--- src/rtl/hram_cfg_pkg.sv ---
package hram_cfg_pkg;

    typedef enum logic [2:0] {
        S_START  = 3'd0,
        S_CORE   = 3'd1,
        S_WRITE  = 3'd2,
        S_PAUSE  = 3'd3,
        S_READ   = 3'd4,
        S_FINISH = 3'd5
    } seq_state_t;

    localparam int CFG_W      = 16;
    localparam int CODE_W     = 4;
    localparam int CLK_CNT_W  = 3;
    localparam int BAND_CNT   = 4;
    localparam int MIN_CLOCKS = 3;
    localparam int ZERO_CODE_CLOCKS = 5;   // clocks whose device code is 0000

    // Upper limits of the bus-frequency bands, in Hz.
    localparam longint unsigned BAND_LIMIT [BAND_CNT] =
        '{64'd85_000_000, 64'd104_000_000, 64'd133_000_000, 64'd166_000_000};

    // Fixed field contents of the configuration word.
    localparam logic       NO_POWER_DOWN = 1'b1;
    localparam logic [2:0] DRIVE_MAX     = 3'b111;
    localparam logic [3:0] RSVD_ONES     = 4'b1111;
    localparam logic       LEGACY_BURST  = 1'b1;
    localparam logic [1:0] BURST_32B     = 2'b11;

    localparam int CFG0_ADDR = 2;

endpackage

--- src/rtl/hram_lat_select.sv ---
module hram_lat_select
    import hram_cfg_pkg::*;
#(
    parameter longint unsigned SYS_CLK_HZ = 64'd100_000_000,
    parameter int              RATIO_W    = 4
) (
    input  logic [RATIO_W-1:0]   ratio,
    output logic [CLK_CNT_W-1:0] clocks,
    output logic [CODE_W-1:0]    code
);
    logic [RATIO_W-1:0] eff_ratio;
    logic [BAND_CNT-1:0] above;

    assign eff_ratio = (ratio == '0) ? RATIO_W'(1) : ratio;

    // floor(S/r) > L  <=>  S >= (L+1)*r ; avoids a divider.
    for (genvar i = 0; i < BAND_CNT; i++) begin : g_band
        assign above[i] = SYS_CLK_HZ >= ((BAND_LIMIT[i] + 64'd1) * 64'(eff_ratio));
    end

    assign clocks = CLK_CNT_W'(MIN_CLOCKS) + CLK_CNT_W'($countones(above));
    // Device code is the clock count minus five, modulo 16.
    assign code   = CODE_W'(clocks) - CODE_W'(ZERO_CODE_CLOCKS);

endmodule

--- src/rtl/hram_cfg_word.sv ---
module hram_cfg_word
    import hram_cfg_pkg::*;
(
    input  logic [CODE_W-1:0] lat_code,
    input  logic              var_mode,
    output logic [CFG_W-1:0]  word
);
    assign word = {NO_POWER_DOWN, DRIVE_MAX, RSVD_ONES, lat_code,
                   ~var_mode, LEGACY_BURST, BURST_32B};
endmodule

--- src/rtl/hram_cfg_seq.sv ---
module hram_cfg_seq
    import hram_cfg_pkg::*;
#(
    parameter longint unsigned SYS_CLK_HZ = 64'd100_000_000,
    parameter int              RATIO_W    = 4,
    parameter int              ADDR_W     = 4
) (
    input  logic                 clk,
    input  logic                 rst_n,
    input  logic [RATIO_W-1:0]   clk_ratio,
    input  logic                 var_latency,
    output logic                 reg_req,
    output logic                 reg_we,
    output logic [ADDR_W-1:0]    reg_addr,
    output logic [CFG_W-1:0]     reg_wdata,
    input  logic                 reg_done,
    input  logic [CFG_W-1:0]     reg_rdata,
    output logic [CLK_CNT_W-1:0] core_lat,
    output logic                 core_lat_we,
    output logic                 init_done,
    output logic [CFG_W-1:0]     readback,
    output logic                 cfg_mismatch
);
    seq_state_t state, nxt;

    logic [RATIO_W-1:0] ratio_q;
    logic               var_q;
    logic [CODE_W-1:0]  lat_code;
    logic [CFG_W-1:0]   cfg_word;

    hram_lat_select #(.SYS_CLK_HZ(SYS_CLK_HZ), .RATIO_W(RATIO_W)) u_lat (
        .ratio  (ratio_q),
        .clocks (core_lat),
        .code   (lat_code)
    );

    hram_cfg_word u_word (
        .lat_code (lat_code),
        .var_mode (var_q),
        .word     (cfg_word)
    );

    // State register
    always_ff @(posedge clk) begin
        if (!rst_n) state <= S_START;
        else        state <= nxt;
    end

    // Transitions
    always_comb begin
        nxt = state;
        unique case (state)
            S_START:  nxt = S_CORE;
            S_CORE:   nxt = S_WRITE;
            S_WRITE:  if (reg_done) nxt = S_PAUSE;
            S_PAUSE:  nxt = S_READ;
            S_READ:   if (reg_done) nxt = S_FINISH;
            S_FINISH: nxt = S_FINISH;
            default:  nxt = S_START;
        endcase
    end

    // Captured data
    always_ff @(posedge clk) begin
        if (!rst_n) begin
            ratio_q      <= '0;
            var_q        <= 1'b0;
            readback     <= '0;
            cfg_mismatch <= 1'b0;
        end else begin
            if (state == S_START) begin
                ratio_q <= clk_ratio;
                var_q   <= var_latency;
            end
            if (state == S_READ && reg_done) begin
                readback     <= reg_rdata;
                cfg_mismatch <= (reg_rdata != cfg_word);
            end
        end
    end

    // Outputs
    always_comb begin
        reg_req     = 1'b0;
        reg_we      = 1'b0;
        core_lat_we = 1'b0;
        init_done   = 1'b0;
        unique case (state)
            S_START:  ;
            S_CORE:   core_lat_we = 1'b1;
            S_WRITE:  begin reg_req = 1'b1; reg_we = 1'b1; end
            S_PAUSE:  ;
            S_READ:   reg_req = 1'b1;
            S_FINISH: init_done = 1'b1;
            default:  ;
        endcase
    end

    assign reg_addr  = ADDR_W'(CFG0_ADDR);
    assign reg_wdata = cfg_word;

    // Assertions
    a_r3_core_pulse: assert property (@(posedge clk) disable iff (!rst_n)
        core_lat_we |=> !core_lat_we);
    a_r6_req_hold: assert property (@(posedge clk) disable iff (!rst_n)
        (reg_req && !reg_done) |=> (reg_req && $stable(reg_we)));
    a_r6_wdata_stable: assert property (@(posedge clk) disable iff (!rst_n)
        (reg_req && reg_we && !reg_done) |=> $stable(reg_wdata));
    a_r7_gap: assert property (@(posedge clk) disable iff (!rst_n)
        (reg_req && reg_we && reg_done) |=> !reg_req);
    a_r8_capture: assert property (@(posedge clk) disable iff (!rst_n)
        (reg_req && !reg_we && reg_done) |=> (readback == $past(reg_rdata)));
    a_r9_done_sticky: assert property (@(posedge clk) disable iff (!rst_n)
        init_done |=> init_done);
    a_r9_quiet: assert property (@(posedge clk) disable iff (!rst_n)
        init_done |-> (!reg_req && !core_lat_we));

endmodule

--- config.mk ---
export PLATFORM = sky130hd
export DESIGN_NAME = hram_cfg_seq
export DESIGN_NICKNAME = d
export VERILOG_FILES = /design/src/rtl/hram_cfg_pkg.sv /design/src/rtl/hram_lat_select.sv /design/src/rtl/hram_cfg_word.sv /design/src/rtl/hram_cfg_seq.sv
export SDC_FILE = /design/constraint.sdc
export NUM_CORES = 1
export LEC_CHECK = 0
export BUFFER_PORTS_ARGS = -buffer_cell sky130_fd_sc_hd__buf_2
export CAP_MARGIN = 10
export CORE_ASPECT_RATIO = 0.6
export CORE_MARGIN = 10
export CORE_UTILIZATION = 59
export CTS_BUF_LIST = sky130_fd_sc_hd__clkbuf_4 sky130_fd_sc_hd__clkbuf_8 sky130_fd_sc_hd__clkbuf_16
export DETAILED_ROUTE_END_ITERATION = 8
export GPL_TIMING_DRIVEN = 1
export PLACE_DENSITY = 0.82
export SETUP_SLACK_MARGIN = 0.15
export SLEW_MARGIN = 20
export SYNTH_ARGS = -nofsm -noshare
export SYNTH_HDL_FRONTEND = slang
export SYNTH_SLANG_ARGS = --single-unit
--- constraint.sdc ---
create_clock -name clk -period 8.82 [get_ports clk]
set_clock_uncertainty 0.1 [all_clocks]
set_input_delay 1.323 -clock clk [delete_from_list [all_inputs] [get_ports clk]]
set_output_delay 1.323 -clock clk [all_outputs]
set_load 0.1 [all_outputs]
# After elaboration in Yosys (flattened, before gate mapping)
# Index checks and enable logic that the tools add are counted.
totals:
  regBits: 25
  input_bits: 24
classes:
  addsub: 5
  n_mul: 4
  magnitude_cmp: 4
  eq_ne: 8
  mux: 8
  bitwise_logic: 1
  reduce_logical: 5
op_table:
  columns: ["op", "n"]
  rows:
  - ["27-bit by 31-bit >= comparator with 1-bit output, first input constant", 3]
  - ["27-bit by 4-bit multiplier with 31-bit output, first input constant", 3]
  - ["27-bit by 32-bit >= comparator with 1-bit output, first input constant", 1]
  - ["28-bit by 4-bit multiplier with 32-bit output, first input constant", 1]
  - ["3-bit one-hot mux with 6 select lines", 1]
  - ["16-bit != test", 1]
  - ["3-bit by 2-bit equality test with 1-bit output, second input constant", 2]
  - ["3-bit equality test, second input constant", 2]
  - ["3-bit two-way mux", 2]
  - ["1-bit by 1-bit adder with 2-bit output", 2]
  - ["4-bit zero test", 1]
  - ["1-bit two-way mux", 4]
  - ["4-bit two-way mux", 1]
  - ["2-bit != test, second input constant", 2]
  - ["3-bit by 3-bit subtractor with 4-bit output, second input constant", 1]
  - ["3-bit adder", 1]
  - ["3-bit adder, first input constant", 1]
  - ["3-bit by 1-bit equality test with 1-bit output, second input constant", 1]
  - ["3-bit zero test", 1]
  - ["2-bit AND reduction", 1]
  - ["2-bit OR reduction", 1]
  - ["1-bit logical AND", 1]
  - ["1-bit NOT", 1]

# Logic depth before layout (Yosys ltp)
logic_depth:
  word_depth: 9
  depth_mapped: 30
  depth_no_buf: 29

# Cells and area by module
# A second synthesis with hierarchy kept.
hier_totals:
  hier_cells: 584
  hier_area_um2: 4590.7
by_module_without_submodules:
  columns: ["mod", "n_inst", "cells_per_inst", "area_per_inst_um2"]
  rows:
  - ["hram_lat_select", 1, 429, 3204.3]
  - ["hram_cfg_seq", 1, 138, 1266.2]
  - ["hram_cfg_word", 1, 17, 120.1]

# Worst setup path after synthesis
# Ideal clock, no wire load.
synth_timing:
  path_kind: "flip-flop to output port"
  start: "register ratio_q[2]"
  end: "output reg_wdata[7]"
  t_arrival_ns: 8.646
  required_time_ns: 7.397
  slack_ns: -1.249
  stages_incl_launch_ff: 25
  path_buffers: 1
  path_cell_list: "dfxtp_1 > inv_1 > ha_1 > nand2b_1 > o21ai_2 > ha_1 > inv_1 > fa_1 > inv_1 > ha_1 > buf_6 > nand4_1 > a21o_1 > a31oi_1 > a311o_2 > a311oi_1 > o41ai_1 > a2111oi_1 > ha_1 > inv_1 > ha_1 > inv_1 > ha_1 > xnor2_1 > o21ai_0"
synth_via:
  elab_chain_len: 8
synth_lines:
  columns: ["item", "line_no", "rtl"]
  rows:
  - ["start, declared", "hram_cfg_seq.sv:26", "logic [RATIO_W-1:0] ratio_q;"]
  - ["start signal, assigned", "hram_cfg_seq.sv:72", "ratio_q <= clk_ratio;"]
  - ["4-bit zero test", "hram_lat_select.sv:14", "assign eff_ratio = (ratio == '0) ? RATIO_W'(1) : ratio;"]
  - ["4-bit two-way mux *", "hram_lat_select.sv:14", null]
  - ["28-bit by 4-bit multiplier with 32-bit output / 27-bit by 4-bit multiplier with 31-bit output (equally long branches)", "hram_lat_select.sv:18", "assign above[i] = SYS_CLK_HZ >= ((BAND_LIMIT[i] + 64'd1) * 64'(eff_ratio));"]
  - ["27-bit by 32-bit >= comparator with 1-bit output / 27-bit by 31-bit >= comparator with 1-bit output (equally long branches)", "hram_lat_select.sv:18", null]
  - ["1-bit by 1-bit adder with 2-bit output (not written as such)", "hram_lat_select.sv:21", "assign clocks = CLK_CNT_W'(MIN_CLOCKS) + CLK_CNT_W'($countones(above));"]
  - ["3-bit adder (not written as such) *", "hram_lat_select.sv:21", null]
  - ["3-bit adder *", "hram_lat_select.sv:21", null]
  - ["via core_lat[2]", "hram_cfg_seq.sv:18", "output logic [CLK_CNT_W-1:0] core_lat,"]
  - ["3-bit by 3-bit subtractor with 4-bit output *", "hram_lat_select.sv:23", "assign code = CODE_W'(clocks) - CODE_W'(ZERO_CODE_CLOCKS);"]
  - ["end, declared", "hram_cfg_seq.sv:15", "output logic [CFG_W-1:0] reg_wdata,"]
# The timed path passes the listed nets; every way through them passes the cells marked *.

# Final worst setup path
layout_timing:
  start: "register ratio_q[2]"
  end: "output reg_wdata[6]"
layout_via:
  elab_chain_len: 8
layout_lines:
  columns: ["item", "line_no"]
  rows:
  - ["4-bit zero test", "hram_lat_select.sv:14"]
  - ["4-bit two-way mux *", "hram_lat_select.sv:14"]
  - ["28-bit by 4-bit multiplier with 32-bit output / 27-bit by 4-bit multiplier with 31-bit output (equally long branches)", "hram_lat_select.sv:18"]
  - ["27-bit by 32-bit >= comparator with 1-bit output / 27-bit by 31-bit >= comparator with 1-bit output (equally long branches)", "hram_lat_select.sv:18"]
  - ["1-bit by 1-bit adder with 2-bit output (not written as such)", "hram_lat_select.sv:21"]
  - ["3-bit adder (not written as such) *", "hram_lat_select.sv:21"]
  - ["3-bit adder *", "hram_lat_select.sv:21"]
  - ["3-bit by 3-bit subtractor with 4-bit output *", "hram_lat_select.sv:23"]
# Mark *: on every way between the ends. The rest lies on a longest branch, timed or not.

==> flow_summary.ini <==
[worst_setup_path]
critPathSlowestCell = fa_1
path_common_cell = ha_1
slowest_delay_ns = 0.55
path_class = reg2out
crit_arrival_ns = 6.88
worstReg2RegEnd = cfg_mismatch
crit_fanout = 12
r2r_slack_ns = 1.61
endpoint_kind = output port
ff2ff_path_depth = 26
r2r-start = ratio_q[2]
required_ns = 7.40
cp_cell_sequence = inv_1 -> ha_1 -> nand2b_1 -> o21ai_2 -> inv_1 -> ha_1 -> fa_1 -> ha_1 -> a21oi_1 -> o21ai_0 -> o21a_1 -> nor3_1 -> a211oi_1 -> o41ai_1 -> a21oi_1 -> ha_1 -> inv_1 -> ha_1 -> inv_1 -> ha_1 -> inv_1 -> ha_1 -> xnor2_2 -> buf_4
crit_path_start_kind = flip-flop

[cells_and_area]
n_fill_cell = 745
layout_common_cells = 68 x nand2_1, 58 x ha_1, 50 x buf_2, 43 x a21oi_1, 43 x inv_1
register_area_um2 = 503
multi_input_area_um2 = 4090
drive_above_1_share_pct = 12.2
postLayoutCellArea_um2 = 5260
final_common_cell = nand2_1
antenna_cells = 0
layout.nets = 795
stdcell_count = 805
syn2layout_area_growth_pct = 6.53

[clocking]
clockBufferDepth = 2
cts_resized = 0
clock_sinks = 25
cts_buffers = 3
clkTransAtPathRegs_ns = 0.07
h-tree-depth = 1
insertion_delay_ns = 0.26
holdBufCountCts = 0
root_buffer = clkbuf_16
cts_tree = built
cts_setup_buffers = 0

[route]
wl_per_cell_um = 19.1
drt_wl_total_mm = 15.4
final_antenna_net_count = 0
drt_iter0_drc = 823
drt_pass1_iterations = 6
viasPerCell = 6.48
drc_errors = 0
vias = 5219

[sta]
tightest_slew_ns = 0.964
rsz0062_at_grt = false
fin_tns_setup_ns = 0
layout_min_cycle_time_ns = 8.30
holdWs_ns = 0.348
maxSlewViolCount = 0
layout_worst_path_cycle_share_pct = 94.1
setup_violations = 0
hold_violations = 0
fmax_ghz = 0.120
relSlewSlack_pct = 35.2

[global_routing]
track_usage_pct = 22.9
grt_pass1_wl_mm = 24.6
grt_max_degree = 26
grt_pass1_vias = 4600
antenna_found_initial = 0
grt_remaining_overflow = 0

[synth]
synth.area.top_cells = ha_1 15%, dfxtp_1 10%, nand2_1 5.2%
synth-seq-cells = 25
avgSynthCellArea_um2 = 7.37
ys_types = 76
yosys_warnings = 0
synth_seq_area_share_pct = 10.1
syn_area_um2 = 4940
synth_area_leader_cell = ha_1
synth-async-reset-ratio_pct = 0
synth_top_area_share_pct = 15.4
synth_edf_count = 0
syn_inst = 670
ys.flop_type = dfxtp_1

[die]
ios = 68
fp.dieArea_um2 = 12600
die_h_um = 90.9
start_util_pct = 61.7
num_rows = 25
coreArea_um2 = 8010
die_x_um = 138

[hold_path]
min-delay-start = readback[3]
hp-class = reg2reg
min_path_cells = 2
hold_end = readback[3]

[place]
io_buffers = 52
dpl.hpwl_mm = 12.4
placedInstanceArea_um2 = 5160
dp_cells = 801
routabilityCongestion = 1.07

[job]
maxCapViolations = 0

[status]
status = finished clean
## kinds of logic after synthesis
| kind of cell | after synthesis | share of synthesized area [%] |
|---|---|---|
| AO/OA/AOI/OAI | 216 | 29.9 |
| AND/OR/NAND/NOR | 216 | 21.7 |
| buffers and inverters | 89 | 8.86 |
| adder cells (fa/ha/maj) | 73 | 20.3 |
| XOR/XNOR | 40 | 7.09 |
| flip-flops | 25 | 10.1 |
| multiplexers | 9 | 1.85 |
| other | 2 | 0.152 |
## flip-flops by register name (all words and copies together) (netlist names)
signal,cells
cfg_mismatch,1
var_q,1
state,3
ratio_q,4
readback,16
## Yosys cell counts (15+ instances only)
cell,number
nand2_1,68
ha_1,61
a21oi_1,43
inv_1,43
o21ai_0,35
nor2_1,34
dfxtp_1,25
xnor2_1,24
nor3_1,19
a21boi_0,18
nand3_1,18
a21o_1,17
a31oi_1,17
xor2_1,16
buf_4,15
## worst max-delay path: cells and delay by family, from the launching register on
family / cells / cell delay, ns
adders and majority gates: 8 / 2.57
AOI/OAI and AO/OA: 7 / 2.29
buffers and inverters: 6 / 0.89
DFF: 1 / 0.40
and+or+nand+nor: 2 / 0.29
xor gates and xnor gates: 1 / 0.19
## worst max-delay path by stage
stage              endpoint       start  depth (start not counted)  slack, ns
2_1_floorplan  reg_wdata[7]  ratio_q[2]                         23       0.33
3_3_place_gp   reg_wdata[6]  ratio_q[2]                         26       0.82
3_5_place_dp   reg_wdata[6]  ratio_q[2]                         26       0.64
4_1_cts        reg_wdata[6]  ratio_q[2]                         26       0.33
5_1_grt        reg_wdata[6]  ratio_q[2]                         24       0.17
6_report       reg_wdata[6]  ratio_q[2]                         24       0.52
## metal layers
metal / part of all wire, % / wire [um] / GRT usage (%) / vias up
li1: - / - / - / 2478
met1: 47 / 7170 / 33.9 / 2434
met2: 40 / 6180 / 31.4 / 288
met3: 12 / 1900 / 7.41 / 19
met4: 0.75 / 115 / 2.62 / 0
met5: 0 / 0 / 0 / -
## metrics by stage
step	worst slack, ns	utilization, %
2_1_floorplan	0.333	-
3_3_place_gp	0.821	64.5
3_5_place_dp	0.638	64.5
4_1_cts	0.327	65.5
5_1_grt	0.175	65.7
6_report	0.518	65.7
## cell type report
cell class / count / share of cell area (%)
multi-input cells: 569 / 77.7
flip-flops and latches: 25 / 9.56
clock buffers: 3 / 1.43
inverters: 43 / 3.07
well taps: 108 / 2.57
repair buffers: 56 / 5.61
clock inverters: 1 / 0.0951
Power is left out: the tool's default activity adds up to more than one toggle a clock period on the data nets, which glitch-free logic cannot reach.
